File: config.mk
export PLATFORM = sky130hd
export DESIGN_NAME = divclk_gen
export DESIGN_NICKNAME = d
export VERILOG_FILES = /design/src/rtl/divclk_pkg.sv /design/src/rtl/divclk_fit.sv /design/src/rtl/divclk_presc.sv /design/src/rtl/divclk_wave.sv /design/src/rtl/divclk_gen.sv
export SDC_FILE = /design/constraint.sdc
export NUM_CORES = 1
export LEC_CHECK = 0
export BUFFER_PORTS_ARGS = -buffer_cell sky130_fd_sc_hd__buf_2
export CAP_MARGIN = 20
export CORE_MARGIN = 1
export CORE_UTILIZATION = 35
export DETAILED_ROUTE_END_ITERATION = 10
export PLACE_DENSITY_LB_ADDON = 0.3
export SYNTH_ARGS = -nofsm -noshare
export SYNTH_HDL_FRONTEND = slang
export SYNTH_SLANG_ARGS = --single-unit
File: constraint.sdc
create_clock -name clk -period 2.7 [get_ports clk]
set_input_delay 0.405 -clock clk [delete_from_list [all_inputs] [get_ports clk]]
set_output_delay 0.405 -clock clk [all_outputs]
set_load 0.02 [all_outputs]
File: src/rtl/divclk_pkg.sv
package divclk_pkg;

  // Largest total prescale is 2**PSC_MAX_SH.
  localparam int PSC_MAX_SH = 10;
  localparam int LADDER_IW  = 3;

  typedef enum logic [1:0] {
    F_IDLE,
    F_STEP,
    F_DONE
  } fit_state_t;

  // log2 of the ladder ratio at rung idx; 0 marks the end of the ladder.
  function automatic logic [3:0] ladder_shift(input logic fine, input logic [LADDER_IW-1:0] idx);
    logic [3:0] s;
    s = 4'd0;
    if (fine) begin
      case (idx)
        3'd0: s = 4'd3;
        3'd1: s = 4'd2;
        3'd2: s = 4'd1;
        3'd3: s = 4'd1;
        3'd4: s = 4'd1;
        3'd5: s = 4'd2;
        default: s = 4'd0;
      endcase
    end else begin
      case (idx)
        3'd0: s = 4'd3;
        3'd1: s = 4'd3;
        3'd2: s = 4'd2;
        3'd3: s = 4'd2;
        default: s = 4'd0;
      endcase
    end
    return s;
  endfunction

endpackage

File: src/rtl/divclk_fit.sv
module divclk_fit
  import divclk_pkg::*;
#(
  parameter int DIV_W    = 32,
  parameter int CNT_W    = 16,
  parameter int NARROW_W = 8
) (
  input  logic             clk,
  input  logic             rst_n,
  input  logic             start,
  input  logic [DIV_W-1:0] div,
  input  logic             wide,
  input  logic             toggle,
  input  logic             fine,
  output logic             busy,
  output logic             done,
  output logic             fail,
  output logic [CNT_W-1:0] res_top,
  output logic [CNT_W-1:0] res_thr,
  output logic [3:0]       res_shamt,
  output logic             res_toggle,
  output logic [DIV_W-1:0] res_eff
);

  localparam int EW = DIV_W + CNT_W + PSC_MAX_SH + 2;

  fit_state_t           state_q;
  logic [DIV_W-1:0]     v_q;
  logic [3:0]           shamt_q;
  logic [LADDER_IW-1:0] idx_q;
  logic                 wide_q, fine_q, tog_q, fail_q;

  logic             tog_in;
  logic [DIV_W-1:0] v_in;
  logic [EW-1:0]    rng_in, lim_in, rng_cur;
  logic [3:0]       step_sh;
  logic [EW-1:0]    eff_wide;
  logic [DIV_W-1:0] top_full;

  always_comb begin
    tog_in  = toggle & ~wide;
    v_in    = tog_in ? (div >> 1) : div;
    rng_in  = wide ? (EW'(1) << CNT_W) : (EW'(1) << NARROW_W);
    lim_in  = rng_in << PSC_MAX_SH;
    rng_cur = wide_q ? (EW'(1) << CNT_W) : (EW'(1) << NARROW_W);
    step_sh = ladder_shift(fine_q, idx_q);
  end

  always_ff @(posedge clk) begin
    if (!rst_n) begin
      state_q <= F_IDLE;
      v_q     <= '0;
      shamt_q <= '0;
      idx_q   <= '0;
      wide_q  <= 1'b0;
      fine_q  <= 1'b0;
      tog_q   <= 1'b0;
      fail_q  <= 1'b0;
    end else begin
      case (state_q)
        F_IDLE: begin
          if (start) begin
            v_q     <= v_in;
            shamt_q <= '0;
            idx_q   <= '0;
            wide_q  <= wide;
            fine_q  <= fine;
            tog_q   <= tog_in;
            if ((div < DIV_W'(2)) || (EW'(v_in) > lim_in)) begin
              fail_q  <= 1'b1;
              state_q <= F_DONE;
            end else begin
              fail_q  <= 1'b0;
              state_q <= F_STEP;
            end
          end
        end
        F_STEP: begin
          if (EW'(v_q) > rng_cur) begin
            if (step_sh == 4'd0) begin
              fail_q  <= 1'b1;
              state_q <= F_DONE;
            end else begin
              v_q     <= v_q >> step_sh;
              shamt_q <= shamt_q + step_sh;
              idx_q   <= idx_q + 1'b1;
            end
          end else begin
            fail_q  <= (v_q == '0);
            state_q <= F_DONE;
          end
        end
        default: state_q <= F_IDLE;
      endcase
    end
  end

  always_comb begin
    top_full   = v_q - DIV_W'(1);
    res_top    = top_full[CNT_W-1:0];
    res_thr    = res_top >> 1;
    res_shamt  = shamt_q;
    res_toggle = tog_q;
    eff_wide   = (EW'(v_q) << shamt_q) << tog_q;
    res_eff    = eff_wide[DIV_W-1:0];
    busy       = (state_q != F_IDLE);
    done       = (state_q == F_DONE);
    fail       = fail_q;
  end

endmodule

File: src/rtl/divclk_presc.sv
module divclk_presc
  import divclk_pkg::*;
(
  input  logic       clk,
  input  logic       rst_n,
  input  logic       run,
  input  logic       restart,
  input  logic [3:0] shamt,
  output logic       tick
);

  logic [PSC_MAX_SH-1:0] pre_q;
  logic [PSC_MAX_SH:0]   mask_w;
  logic [PSC_MAX_SH-1:0] mask;

  always_comb begin
    mask_w = (PSC_MAX_SH+1)'((PSC_MAX_SH+1)'(1) << shamt) - (PSC_MAX_SH+1)'(1);
    mask   = mask_w[PSC_MAX_SH-1:0];
    tick   = run & ((pre_q & mask) == mask);
  end

  always_ff @(posedge clk) begin
    if (!rst_n || restart || !run) pre_q <= '0;
    else                           pre_q <= pre_q + 1'b1;
  end

endmodule

File: src/rtl/divclk_wave.sv
module divclk_wave #(
  parameter int CNT_W = 16
) (
  input  logic             clk,
  input  logic             rst_n,
  input  logic             run,
  input  logic             restart,
  input  logic             tick,
  input  logic [CNT_W-1:0] top,
  input  logic [CNT_W-1:0] thr,
  input  logic             toggle,
  output logic             pin
);

  logic [CNT_W-1:0] cnt_q;
  logic             wrap;

  assign wrap = (cnt_q == top);

  always_ff @(posedge clk) begin
    if (!rst_n || restart) begin
      cnt_q <= '0;
      pin   <= 1'b0;
    end else if (!run) begin
      pin   <= 1'b0;
    end else begin
      if (tick) cnt_q <= wrap ? '0 : cnt_q + 1'b1;
      if (toggle) begin
        if (tick && wrap) pin <= ~pin;
      end else begin
        pin <= (cnt_q <= thr);
      end
    end
  end

endmodule

File: src/rtl/divclk_gen.sv
module divclk_gen #(
  parameter int DIV_W    = 32,
  parameter int CNT_W    = 16,
  parameter int NARROW_W = 8
) (
  input  logic             clk,
  input  logic             rst_n,
  input  logic             req_valid,
  output logic             req_ready,
  input  logic [DIV_W-1:0] req_div,
  input  logic             req_wide,
  input  logic             req_toggle,
  input  logic             req_fine,
  output logic             clk_out,
  output logic             cfg_err,
  output logic [DIV_W-1:0] eff_div
);

  logic             fit_busy, fit_done, fit_fail;
  logic [CNT_W-1:0] fit_top, fit_thr;
  logic [3:0]       fit_shamt;
  logic             fit_tog;
  logic [DIV_W-1:0] fit_eff;
  logic             start, load_ok, tick;

  logic             run_q, tog_q, err_q;
  logic [3:0]       shamt_q;
  logic [CNT_W-1:0] top_q, thr_q;
  logic [DIV_W-1:0] eff_q;

  assign req_ready = ~fit_busy;
  assign start     = req_valid & req_ready;
  assign load_ok   = fit_done & ~fit_fail;

  divclk_fit #(.DIV_W(DIV_W), .CNT_W(CNT_W), .NARROW_W(NARROW_W)) u_fit (
    .clk(clk), .rst_n(rst_n), .start(start), .div(req_div), .wide(req_wide),
    .toggle(req_toggle), .fine(req_fine), .busy(fit_busy), .done(fit_done),
    .fail(fit_fail), .res_top(fit_top), .res_thr(fit_thr), .res_shamt(fit_shamt),
    .res_toggle(fit_tog), .res_eff(fit_eff)
  );

  always_ff @(posedge clk) begin
    if (!rst_n) begin
      run_q   <= 1'b0;
      tog_q   <= 1'b0;
      err_q   <= 1'b0;
      shamt_q <= '0;
      top_q   <= '0;
      thr_q   <= '0;
      eff_q   <= '0;
    end else if (fit_done) begin
      if (fit_fail) begin
        err_q <= 1'b1;
      end else begin
        err_q   <= 1'b0;
        run_q   <= 1'b1;
        tog_q   <= fit_tog;
        shamt_q <= fit_shamt;
        top_q   <= fit_top;
        thr_q   <= fit_thr;
        eff_q   <= fit_eff;
      end
    end
  end

  divclk_presc u_presc (
    .clk(clk), .rst_n(rst_n), .run(run_q), .restart(load_ok), .shamt(shamt_q), .tick(tick)
  );

  divclk_wave #(.CNT_W(CNT_W)) u_wave (
    .clk(clk), .rst_n(rst_n), .run(run_q), .restart(load_ok), .tick(tick),
    .top(top_q), .thr(thr_q), .toggle(tog_q), .pin(clk_out)
  );

  assign cfg_err = err_q;
  assign eff_div = eff_q;

endmodule

==> flow_metrics.tcl <==
set metrics [dict create \
    num_antenna_cells 0 \
    start_util_pct 35.62 \
    grt_max_degree 53 \
    drive_gt1_share_pct 22.05 \
    relSlewSlack_pct 50.04 \
    route.detailed.drc 0 \
    syn_to_final_growth_pct 18.59 \
    skew_ns 0.009139 \
    grt_pass1_wl_um 41500 \
    ys.flop_type "dfxtp_1" \
    die_area_um2 26200 \
    seq_area_frac_synth_pct 28.43 \
    vias_per_cell 5.603 \
    rsz0062_at_grt "yes" \
    finalCriticalPeriod_ns 2.705 \
    async_flop_share_pct 0 \
    worstSetupPathType "flop to flop" \
    finalSetupViolations 1 \
    gp_congestion 0.8882 \
    violations "setup timing" \
    seqPwrFrac_pct 37.8 \
    wirelength_um 25400 \
    clockRootBuffer "clkbuf_16" \
    clock_sinks 127 \
    path_clk_slew_ns 0.06 \
    worstPathRequired_ns 3.07 \
    die_w_um 161.9 \
    gr-total-overflow 0 \
    hp-class "primary input to flop" \
    critPathLaunchType "flop" \
    drtIter0Drc 634 \
    p_int_mw 3.875 \
    htree_levels 4 \
    clk_path_buf_depth 2 \
    syn-cell-area_um2 8944 \
    clk_latency_ns 0.43 \
    core_um2 25110 \
    fin_crit_sh_pct 100.2 \
    hold_buffers 0 \
    nets 1250 \
    crit_arrival_ns 3.07 \
    dr_total_vias 8534 \
    power.total_mw 5.486 \
    p_switching_mw 1.612 \
    swShare_pct 29.37 \
    fp.dieH_um 161.9 \
    maxCapViolations 0 \
    grt_pass1_vias 7817 \
    hold_slack_ns 0.2211 \
    ys_ff_latch 127 \
    ir_drop_v 0.0004140 \
    powerDensity_nw_per_um2 517.3 \
    mappedNetlistNets 1180 \
    drtPass1Iterations 5 \
    final_util_pct 42.24 \
    synth_edf_count 0 \
    status "finished with violations" \
    rows 58 \
    port_buffers 72 \
    cts_tree "built" \
    hold_viol 0 \
    pin_count 73 \
    hold_path_depth 3 \
    avgSynthCellArea_um2 8.057 \
    critPathMaxFanout 8 \
    worstSetupEndpointType "flop" \
    layout_setup_ws_ns -0.004748 \
    p_leak_nw 4.198 \
    r2r_cells 9 \
    dp_hpwl_um 18660 \
    fmax_ghz 0.3697 \
    ys_types 68 \
    yosys_warnings 0 \
    netlist_instances 1110 \
    grt_usage_pct 19.64 \
    p_clk_share_pct 43.4 \
    antenna_found_initial 0 \
    drv_slew 0 \
    numCtsBuffers 17 \
    worst_slew_pin_slew_ns 0.7483 \
    wire_per_inst_um 16.68 \
    comb_power_share_pct 18.8 \
    ant_nets 0 \
]
==> placed cells by master, fill, tap and decap left out, types with 5 or more instances in the layout <==
master       n
nand2_1    123
dfxtp_1    123
nor2_1      98
a21oi_1     90
o21ai_0     84
buf_2       72
buf_4       62
mux2i_1     60
inv_1       38
mux2_2      30
ha_1        30
xor2_1      25
mux4_2      25
a221oi_1    23
a211oi_1    22
nand3_1     20
nor4_1      18
clkbuf_16   17
nor3_1      14
or3_1       14
a31oi_1     14
o22ai_1     13
nand4_1     12
xnor2_1     12
a22oi_1     10
or4_1        8
nand3b_1     7
o31ai_1      7
and3_1       7
o21a_1       7
nand2b_1     6
nor2b_1      6
o211ai_1     6
or4_4        5
or2_2        5
==> through the flow <==
stage	setup slack, ns	TNS, ns	instance area (um^2)	instances
after CTS	0.0005511	0	10540	1518
final	-0.004748	-0.004748	10610	1523
after global placement	0.01151	0	9910	1484
after floorplan	0.02148	0	9007	1110
after global routing	-0.1460	-0.7272	10610	1523
after detailed placement	-0.03727	-0.1511	9910	1484
==> per-layer routing <==
layer | share of wire [%] | track usage [%] | vias up | routed length, um
met5 | 0 | 0 | - | 0
met4 | 1.0 | 4.374 | 0 | 263
met3 | 4.7 | 3.473 | 23 | 1201
met2 | 45 | 30.73 | 212 | 11460
met1 | 49 | 27.92 | 4067 | 12470
li1 | - | - | 4232 | -
==> synthesized netlist by cell type (3+ instances only) <==
cell	n	share of area, %
nand2b_1	6	0.42
mux2_2	30	3.8
dfxtp_1	127	28
nand3b_1	7	0.59
and3_1	7	0.49
nor2b_1	6	0.42
o211ai_1	6	0.50
nand3_1	20	1.1
or4_1	10	0.84
o21ai_0	84	4.7
buf_1	10	0.42
ha_1	31	4.3
or2_2	5	0.35
clkbuf_1	67	2.8
mux4_2	25	6.3
inv_1	39	1.6
nor3_1	14	0.78
nor2_1	100	4.2
o221ai_1	3	0.29
a221oi_1	23	2.3
o21a_1	7	0.59
o31ai_1	8	0.67
a22oi_1	10	0.84
nand4_1	12	0.84
nor4_1	19	1.3
buf_6	3	0.38
or3_1	14	0.98
mux2i_1	60	6.7
buf_2	7	0.39
xnor2_1	12	1.2
a21oi_1	94	5.3
o211a_1	3	0.34
nor4b_1	3	0.29
a31oi_1	14	0.98
xor2_1	25	2.4
o22ai_1	13	0.91
and2_1	3	0.21
nand2_1	123	5.2
a211oi_1	22	1.8
==> timing repair <==
action                                 CTS  global route
endpoints found under the hold margin    0             0
pin swaps                                1            16
setup buffers                            1             5
cloned                                   1             0
resized for setup                        2            10
setup endpoints to repair               10            36
==> area by class of cell <==
type	count	area, um^2
well taps	330	412.9
fillers	2515	14500
inverters	43	161.4
flip-flops and latches	127	2552
multi-input cells	854	5996
repair buffers	137	877.1
clock inverters	13	163.9
clock buffers	19	442.9
==> critical path: stages, from the launching register on <==
cell and delay [ns]:
dfxtp_4 0.35, nor4_4 0.31, inv_2 0.07, ha_4 0.17, and2_4 0.13, o211ai_1 0.20
a21oi_2 0.09, or4_4 0.61, or4b_4 0.57, a21oi_2 0.14
==> sequential cells by signal (all words and copies together), names as in the netlist, 3 cells and up <==
signal and flops:
eff_div 32, u_fit.v_q 32, top_q 16, u_wave.cnt_q 16, u_presc.pre_q 10, shamt_q 4, u_fit.res_shamt 4, u_fit.idx_q 3
==> logic make-up after synthesis <==
group	share of synthesized area [%]
fa+ha+maj	4.561
flops	28.43
compound gates	22.01
mux	16.79
simple gates	18.79
xor+xnor	3.623
buf+inv	5.806
==> power by group through the flow <==
stage	clock, mW	sequential (mW)	combinational [mW]
after detailed placement	0	2.11	1.02
after global routing	2.51	2.09	1.13
after floorplan	0	2.11	0.686
after CTS	2.41	2.07	1.03
after global placement	0	2.11	1.01
final	2.38	2.08	1.03
==> path summary, 6_finish.rpt <==
path | start | to | slack [ns]
hold / removal | req_fine | u_fit.fine_q | 0.22
hold reg to reg | eff_div[10] | eff_div[10] | 0.45
setup / recovery | shamt_q[0] | u_wave.cnt_q[15] | -0.005
setup reg to reg | shamt_q[0] | u_wave.cnt_q[15] | -0.005
Power figures use the tool's default switching activity.
